`src/rtl/scan_buf_pkg.sv`:
```
package scan_buf_pkg;
  typedef enum logic [1:0] {
    SESS_IDLE   = 2'd0,
    SESS_ACTIVE = 2'd1,
    SESS_DONE   = 2'd2
  } sess_e;
endpackage

```
`src/rtl/scan_bank_mem.sv`:
```
module scan_bank_mem #(
  parameter int NUM_CH = 8,
  parameter int DATA_W = 16,
  localparam int CH_W  = $clog2(NUM_CH)
) (
  input  logic              clk_i,
  input  logic              rst_ni,
  input  logic              wr_en_i,
  input  logic              wr_bank_i,
  input  logic [CH_W-1:0]   wr_ch_i,
  input  logic [DATA_W-1:0] wr_data_i,
  input  logic              rd_bank_i,
  input  logic [CH_W-1:0]   rd_ch_i,
  output logic [DATA_W-1:0] rd_data_o
);
  logic [1:0][DATA_W-1:0] bank_rd;

  for (genvar b = 0; b < 2; b++) begin : g_bank
    logic [DATA_W-1:0] word_q [NUM_CH];
    logic              sel;
    assign sel = wr_en_i && (wr_bank_i == 1'(b));

    always_ff @(posedge clk_i or negedge rst_ni) begin
      if (!rst_ni) begin
        for (int i = 0; i < NUM_CH; i++) word_q[i] <= '0;
      end else if (sel) begin
        word_q[wr_ch_i] <= wr_data_i;
      end
    end

    assign bank_rd[b] = word_q[rd_ch_i];
  end

  assign rd_data_o = bank_rd[rd_bank_i];
endmodule

```
`src/rtl/scan_rd_ctrl.sv`:
```
module scan_rd_ctrl
  import scan_buf_pkg::*;
#(
  parameter int NUM_CH = 8,
  localparam int CH_W  = $clog2(NUM_CH)
) (
  input  logic            clk_i,
  input  logic            rst_ni,
  input  logic            swap_i,
  input  logic            rd_start_i,
  input  logic            rd_en_i,
  input  logic            rd_done_i,
  input  logic [CH_W-1:0] last_ch_i,
  output logic [CH_W-1:0] rd_ptr_o,
  output logic            first_rd_o,
  output logic            sess_active_o
);
  sess_e           state_q;
  logic [CH_W-1:0] ptr_q;
  logic            at_last;

  assign at_last       = (ptr_q >= last_ch_i);
  assign first_rd_o    = rd_en_i && (state_q == SESS_IDLE);
  assign sess_active_o = (state_q == SESS_ACTIVE);
  assign rd_ptr_o      = ptr_q;

  always_ff @(posedge clk_i or negedge rst_ni) begin
    if (!rst_ni) begin
      ptr_q   <= '0;
      state_q <= SESS_IDLE;
    end else if (swap_i) begin
      ptr_q   <= '0;
      state_q <= SESS_IDLE;
    end else begin
      if (rd_start_i)                ptr_q <= '0;
      else if (rd_en_i && !at_last)  ptr_q <= ptr_q + 1'b1;

      unique case (state_q)
        SESS_IDLE:   if (rd_en_i) state_q <= at_last ? SESS_DONE : SESS_ACTIVE;
        SESS_ACTIVE: if (rd_done_i || (rd_en_i && at_last)) state_q <= SESS_DONE;
        default:     state_q <= SESS_DONE;
      endcase
    end
  end

  // a done pulse mid-session closes it
  a_r5_done_closes: assert property (@(posedge clk_i) disable iff (!rst_ni)
    (state_q == SESS_ACTIVE && rd_done_i && !swap_i) |=> (state_q == SESS_DONE));
  // rewind lands on word 0
  a_r9_start_rewinds: assert property (@(posedge clk_i) disable iff (!rst_ni)
    (rd_start_i && !swap_i) |=> (ptr_q == '0));
  // pointer holds at last active word
  a_r10_ptr_holds: assert property (@(posedge clk_i) disable iff (!rst_ni)
    (rd_en_i && !rd_start_i && !swap_i && ptr_q == last_ch_i) |=> $stable(ptr_q));
endmodule

```
`src/rtl/scan_swap_ctrl.sv`:
```
module scan_swap_ctrl (
  input  logic clk_i,
  input  logic rst_ni,
  input  logic scan_done_i,
  input  logic sess_active_i,
  input  logic first_rd_i,
  output logic swap_o,
  output logic rd_bank_o,
  output logic eos_no
);
  logic bank_q, eos_nq;

  // hold banks while a read is part-way through
  assign swap_o    = scan_done_i && !sess_active_i;
  assign rd_bank_o = bank_q;
  assign eos_no    = eos_nq;

  always_ff @(posedge clk_i or negedge rst_ni) begin
    if (!rst_ni) begin
      bank_q <= 1'b1;
      eos_nq <= 1'b1;
    end else if (swap_o) begin
      bank_q <= ~bank_q;
      eos_nq <= 1'b0;
    end else if (first_rd_i) begin
      eos_nq <= 1'b1;
    end
  end

  // swap raises the interrupt
  a_r3_eos_after_swap: assert property (@(posedge clk_i) disable iff (!rst_ni)
    scan_done_i && !sess_active_i |=> !eos_no);
  // first read clears it
  a_r4_first_rd_clears: assert property (@(posedge clk_i) disable iff (!rst_ni)
    first_rd_i && !scan_done_i |=> eos_no);
  // in-progress read pins the banks
  a_r7_hold_banks: assert property (@(posedge clk_i) disable iff (!rst_ni)
    scan_done_i && sess_active_i |=> $stable(rd_bank_o) && $stable(eos_no));
endmodule

```
`src/rtl/pingpong_scan_buf.sv`:
```
module pingpong_scan_buf #(
  parameter int NUM_CH = 8,
  parameter int DATA_W = 16,
  localparam int CH_W  = $clog2(NUM_CH),
  localparam int CNT_W = $clog2(NUM_CH + 1)
) (
  input  logic              clk_i,
  input  logic              rst_ni,
  input  logic [CNT_W-1:0]  active_ch_i,
  input  logic              wr_en_i,
  input  logic [CH_W-1:0]   wr_ch_i,
  input  logic [DATA_W-1:0] wr_data_i,
  input  logic              scan_done_i,
  input  logic              rd_start_i,
  input  logic              rd_en_i,
  input  logic              rd_done_i,
  output logic [DATA_W-1:0] rd_data_o,
  output logic              rd_bank_o,
  output logic              eos_no
);
  logic [CH_W-1:0] last_ch, rd_ptr;
  logic            wr_ok, swap, first_rd, sess_active;

  always_comb begin
    if (active_ch_i == '0 || active_ch_i > CNT_W'(NUM_CH)) last_ch = CH_W'(NUM_CH - 1);
    else                                                   last_ch = CH_W'(active_ch_i - 1'b1);
  end

  assign wr_ok = wr_en_i && (wr_ch_i <= last_ch);

  scan_swap_ctrl u_swap (
    .clk_i         (clk_i),
    .rst_ni        (rst_ni),
    .scan_done_i   (scan_done_i),
    .sess_active_i (sess_active),
    .first_rd_i    (first_rd),
    .swap_o        (swap),
    .rd_bank_o     (rd_bank_o),
    .eos_no        (eos_no)
  );

  scan_rd_ctrl #(.NUM_CH(NUM_CH)) u_rd (
    .clk_i         (clk_i),
    .rst_ni        (rst_ni),
    .swap_i        (swap),
    .rd_start_i    (rd_start_i),
    .rd_en_i       (rd_en_i),
    .rd_done_i     (rd_done_i),
    .last_ch_i     (last_ch),
    .rd_ptr_o      (rd_ptr),
    .first_rd_o    (first_rd),
    .sess_active_o (sess_active)
  );

  scan_bank_mem #(.NUM_CH(NUM_CH), .DATA_W(DATA_W)) u_mem (
    .clk_i     (clk_i),
    .rst_ni    (rst_ni),
    .wr_en_i   (wr_ok),
    .wr_bank_i (~rd_bank_o),
    .wr_ch_i   (wr_ch_i),
    .wr_data_i (wr_data_i),
    .rd_bank_i (rd_bank_o),
    .rd_ch_i   (rd_ptr),
    .rd_data_o (rd_data_o)
  );

  // swap rewinds the reader
  a_r3_swap_rewinds: assert property (@(posedge clk_i) disable iff (!rst_ni)
    swap |=> (rd_ptr == '0) && (rd_bank_o != $past(rd_bank_o)));
  // pointer stays within the active range unless the count shrank
  a_r11_ptr_range: assert property (@(posedge clk_i) disable iff (!rst_ni)
    $stable(active_ch_i) && $past(rd_ptr <= last_ch) |-> (rd_ptr <= last_ch));
endmodule

```
`config.mk`:
```
export PLATFORM = sky130hd
export DESIGN_NAME = pingpong_scan_buf
export DESIGN_NICKNAME = d
export VERILOG_FILES = /design/src/rtl/scan_buf_pkg.sv /design/src/rtl/scan_bank_mem.sv /design/src/rtl/scan_rd_ctrl.sv /design/src/rtl/scan_swap_ctrl.sv /design/src/rtl/pingpong_scan_buf.sv
export SDC_FILE = /design/constraint.sdc
export NUM_CORES = 1
export LEC_CHECK = 0
export BUFFER_PORTS_ARGS = -buffer_cell sky130_fd_sc_hd__buf_4
export CAP_MARGIN = 10
export CORE_AREA = 2 2 179 181
export CTS_CLUSTER_SIZE = 8
export DETAILED_ROUTE_END_ITERATION = 10
export DIE_AREA = 0 0 181 183
export PLACE_DENSITY_LB_ADDON = 0.1
export SKIP_LAST_GASP = 1
export SYNTH_ARGS = -nofsm -noshare
export SYNTH_HDL_FRONTEND = slang
export SYNTH_SLANG_ARGS = --single-unit
```
`constraint.sdc`:
```
create_clock -name clk_i -period 3 [get_ports clk_i]
set_clock_uncertainty 0.05 [all_clocks]
set_input_delay 0.6 -clock clk_i [delete_from_list [all_inputs] [get_ports clk_i]]
set_output_delay 0.6 -clock clk_i [all_outputs]
set_load 0.05 [all_outputs]
```
==> qor.yml <==
slew_headroom: 0.6072
yosysMostFrequentCell: "dfrtp_1"
wire_per_inst_um: 25.16
routed_via_density: 5.591
syn_area_mm2: 0.01226
postPlaceCellArea_mm2: 0.01360
met1_usage: 0.2578
dp_hpwl_um: 19580
worstMarginPinSlew_ns: 0.5892
synth.area.top_cells: "dfrtp_1 (53%), mux2_2 (23%), mux4_2 (15%)"
nets: 867
rr_worst_depth: 8
slowest_delay_ns: 0.54
clock_path_buffers: 3
power_mw: 14.77
crit_type: "reg -> out"
start_kind: "flip-flop"
min_path_type: "in -> async"
post-place-ws_ns: -0.07739
status: "complete, but fails checks"
finalCritPeriodShare: 1.059
via_count: 6938
cts_tree: "built"
synth_edf_count: 0
path_max_fanout: 6
diodes: 0
clk_pin_slew_worst_paths_ns: 0.05
initial_core_util: 0.3926
async_flop_share: 1.000
grt_max_degree: 73
areaGrowthSynthToFinish_pct: 21.33
numCtsBuffers: 38
firstDrtPassIters: 4
wl_um: 31230
fin_ws_ns: -0.1775
max_freq_mhz: 314.7
syn_nets: 779
busiest_layer: "met2"
die_area_mm2: 0.03312
reg2reg_slack_ns: 0.65
grt_setup_unrepaired: "true"
vdd_drop_max_mv: 0.6395
route.detailed.drc: 0
io_pins: 48
grtUsageTotal: 0.1974
syn_area_per_cell_um2: 16.46
worstReg2RegStart: "u_rd.rd_ptr_o[0]"
slew_viol_final: 0
crit_path_end_kind: "primary output"
cp.arrival_ns: 2.53
gp_congestion: 0.7304
path_cells: "buf_12, buf_16, mux4_2, mux4_2, buf_6"
p_leak_nw: 6.434
nFillCells: 2720
synth.largest_area_cell: "dfrtp_1"
violations: "negative setup slack"
grt-ovfl-total: 0
critPathRequiredTime_ns: 2.35
synth_top_area_share: 0.5327
antenna_found_initial: 0
core-area_mm2: 0.03123
final_area_mm2: 0.01488
min_period_ns: 3.177
clockRootBuffer: "clkbuf_16"
drtIter0Drc: 324
seq_area_frac_synth: 0.5370
synth.ff_latch_count: 263
num_rows: 65
drv_cap: 0
instances_no_fill: 1241
ys_types: 52
place.port_buffers: 47
setup_viol: 16
r2r_end: "u_rd.state_q[1]"
slowest_stage: "mux4_2"
cts.sinks: 263
crit_top_cell: "mux4_2"
gr-usage-met3: 0.02979
utilization: 0.4763
layout-drive-gt1-share: 0.6031
netlist_instances: 745
synth_common_cells: "dfrtp_1 (261), mux2_2 (255), mux4_2 (80)"
power_density_mw_per_mm2: 993.1
hold_viol: 0
htreeDepth: 2
grtUsageMet2: 0.3477
ant_nets: 0
grt_pass1_wl_um: 48880
fp.dieH_um: 183
clk_latency_ns: 0.50
placed_cells: 1187
grt_pass1_vias: 7772
dieWidth_um: 181
ys.flop_type: "dfrtp_1"
ys_warn_count: 0
[stage by stage]
| stage | TNS, ns | hold WS, ns |
|---|---|---|
| global placement | -7.087 | 0.3708 |
| finish | -1.974 | 0.02061 |
| detailed placement | -7.150 | 0.4238 |
| global route | -2.859 | 0.05076 |
| CTS | -2.848 | 0.03639 |
| floorplan | 0 | 0.2544 |
[area by class of cell]
| type | count | area (um2) | area share |
|---|---|---|---|
| clock buffers | 44 | 994.7 | 0.06687 |
| clock inverters | 2 | 28.78 | 0.001935 |
| inverters | 8 | 30.03 | 0.002019 |
| multi-input cells | 420 | 5360 | 0.3603 |
| flip-flops and latches | 263 | 6589 | 0.4429 |
| well taps | 402 | 503.0 | 0.03381 |
| repair buffers | 102 | 1370 | 0.09210 |
[cell families after synthesis]
logic type | count (synthesis) | share of synthesized area
AOI/OAI and AO/OA | 23 | 0.01449
xor gates and xnor gates | 3 | 0.002756
adders and majority gates | 5 | 0.004899
buffers and inverters | 62 | 0.02623
DFF | 263 | 0.5370
muxes | 338 | 0.3847
and+or+nand+nor | 51 | 0.02990
[metal layers]
layer,vias to the layer above,part of all wire
li1,2967,-
met1,3817,0.43
met2,110,0.51
met3,44,0.034
met4,0,0.022
met5,-,0
[critical path: cells and delay by family, from the launching register on]
kind / cells / cell delay [ns]
DFF: 1 / 0.45
muxes: 2 / 1.08
buffers and inverters: 3 / 0.47
[how the worst max path moves through the flow]
stage / start / to / slack [ns] / depth (start not counted)
6_report: u_rd.rd_ptr_o[0] / rd_data_o[13] / -0.18 / 5
5_1_grt: u_rd.rd_ptr_o[0] / rd_data_o[9] / -0.23 / 5
4_1_cts: u_rd.rd_ptr_o[0] / rd_data_o[13] / -0.23 / 5
3_5_place_dp: active_ch_i[0] / u_mem.g_bank[0].word_q[10] / -0.08 / 12
3_3_place_gp: active_ch_i[0] / u_mem.g_bank[1].word_q[79] / -0.07 / 13
2_1_floorplan: active_ch_i[0] / u_mem.g_bank[1].word_q[69] / 0.03 / 12
[flip-flops by register name, summed over array words and instances (netlist names)]
register / flops
u_rd.state_q: 2
u_mem.g_bank.word_q: 256
u_rd.rd_ptr_o: 3
u_swap.rd_bank_o: 1
u_swap.eos_no: 1
[layout by cell type (no fill, tap or decap), types with 2 or more instances in the layout]
cell,count
nor3_4,2
nor3_2,2
ha_1,4
xnor2_1,2
a21boi_0,2
mux2_2,255
nor2_1,3
nor2_2,3
or3_4,2
buf_6,15
a31oi_1,2
nand3_1,2
nand2_2,3
buf_8,4
buf_12,32
clkbuf_1,5
inv_1,8
buf_16,5
buf_4,45
mux4_2,80
a21oi_1,2
dfrtp_1,259
nor2_8,4
nand2b_1,3
o22ai_1,3
clkbuf_16,40
dfstp_2,2
nor3b_1,2
nand2_1,17
a21o_1,4
o2111ai_1,2
[repair_timing]
item | in CTS | in global routing
endpoints found under the hold margin | 0 | 0
gates resized for setup | 23 | 5
gates cloned | 4 | 1
hold buffers | 0 | 0
buffers inserted | 6 | 0
setup endpoints to repair | 16 | 16
[where the power goes]
part	switching (mW)	internal, mW	total [mW]
Clock	1.48	2.31	3.80
Sequential	0.827	5.21	6.04
Combinational	2.11	2.83	4.94
Total	4.42	10.4	14.8
Power figures use the tool's default switching activity.
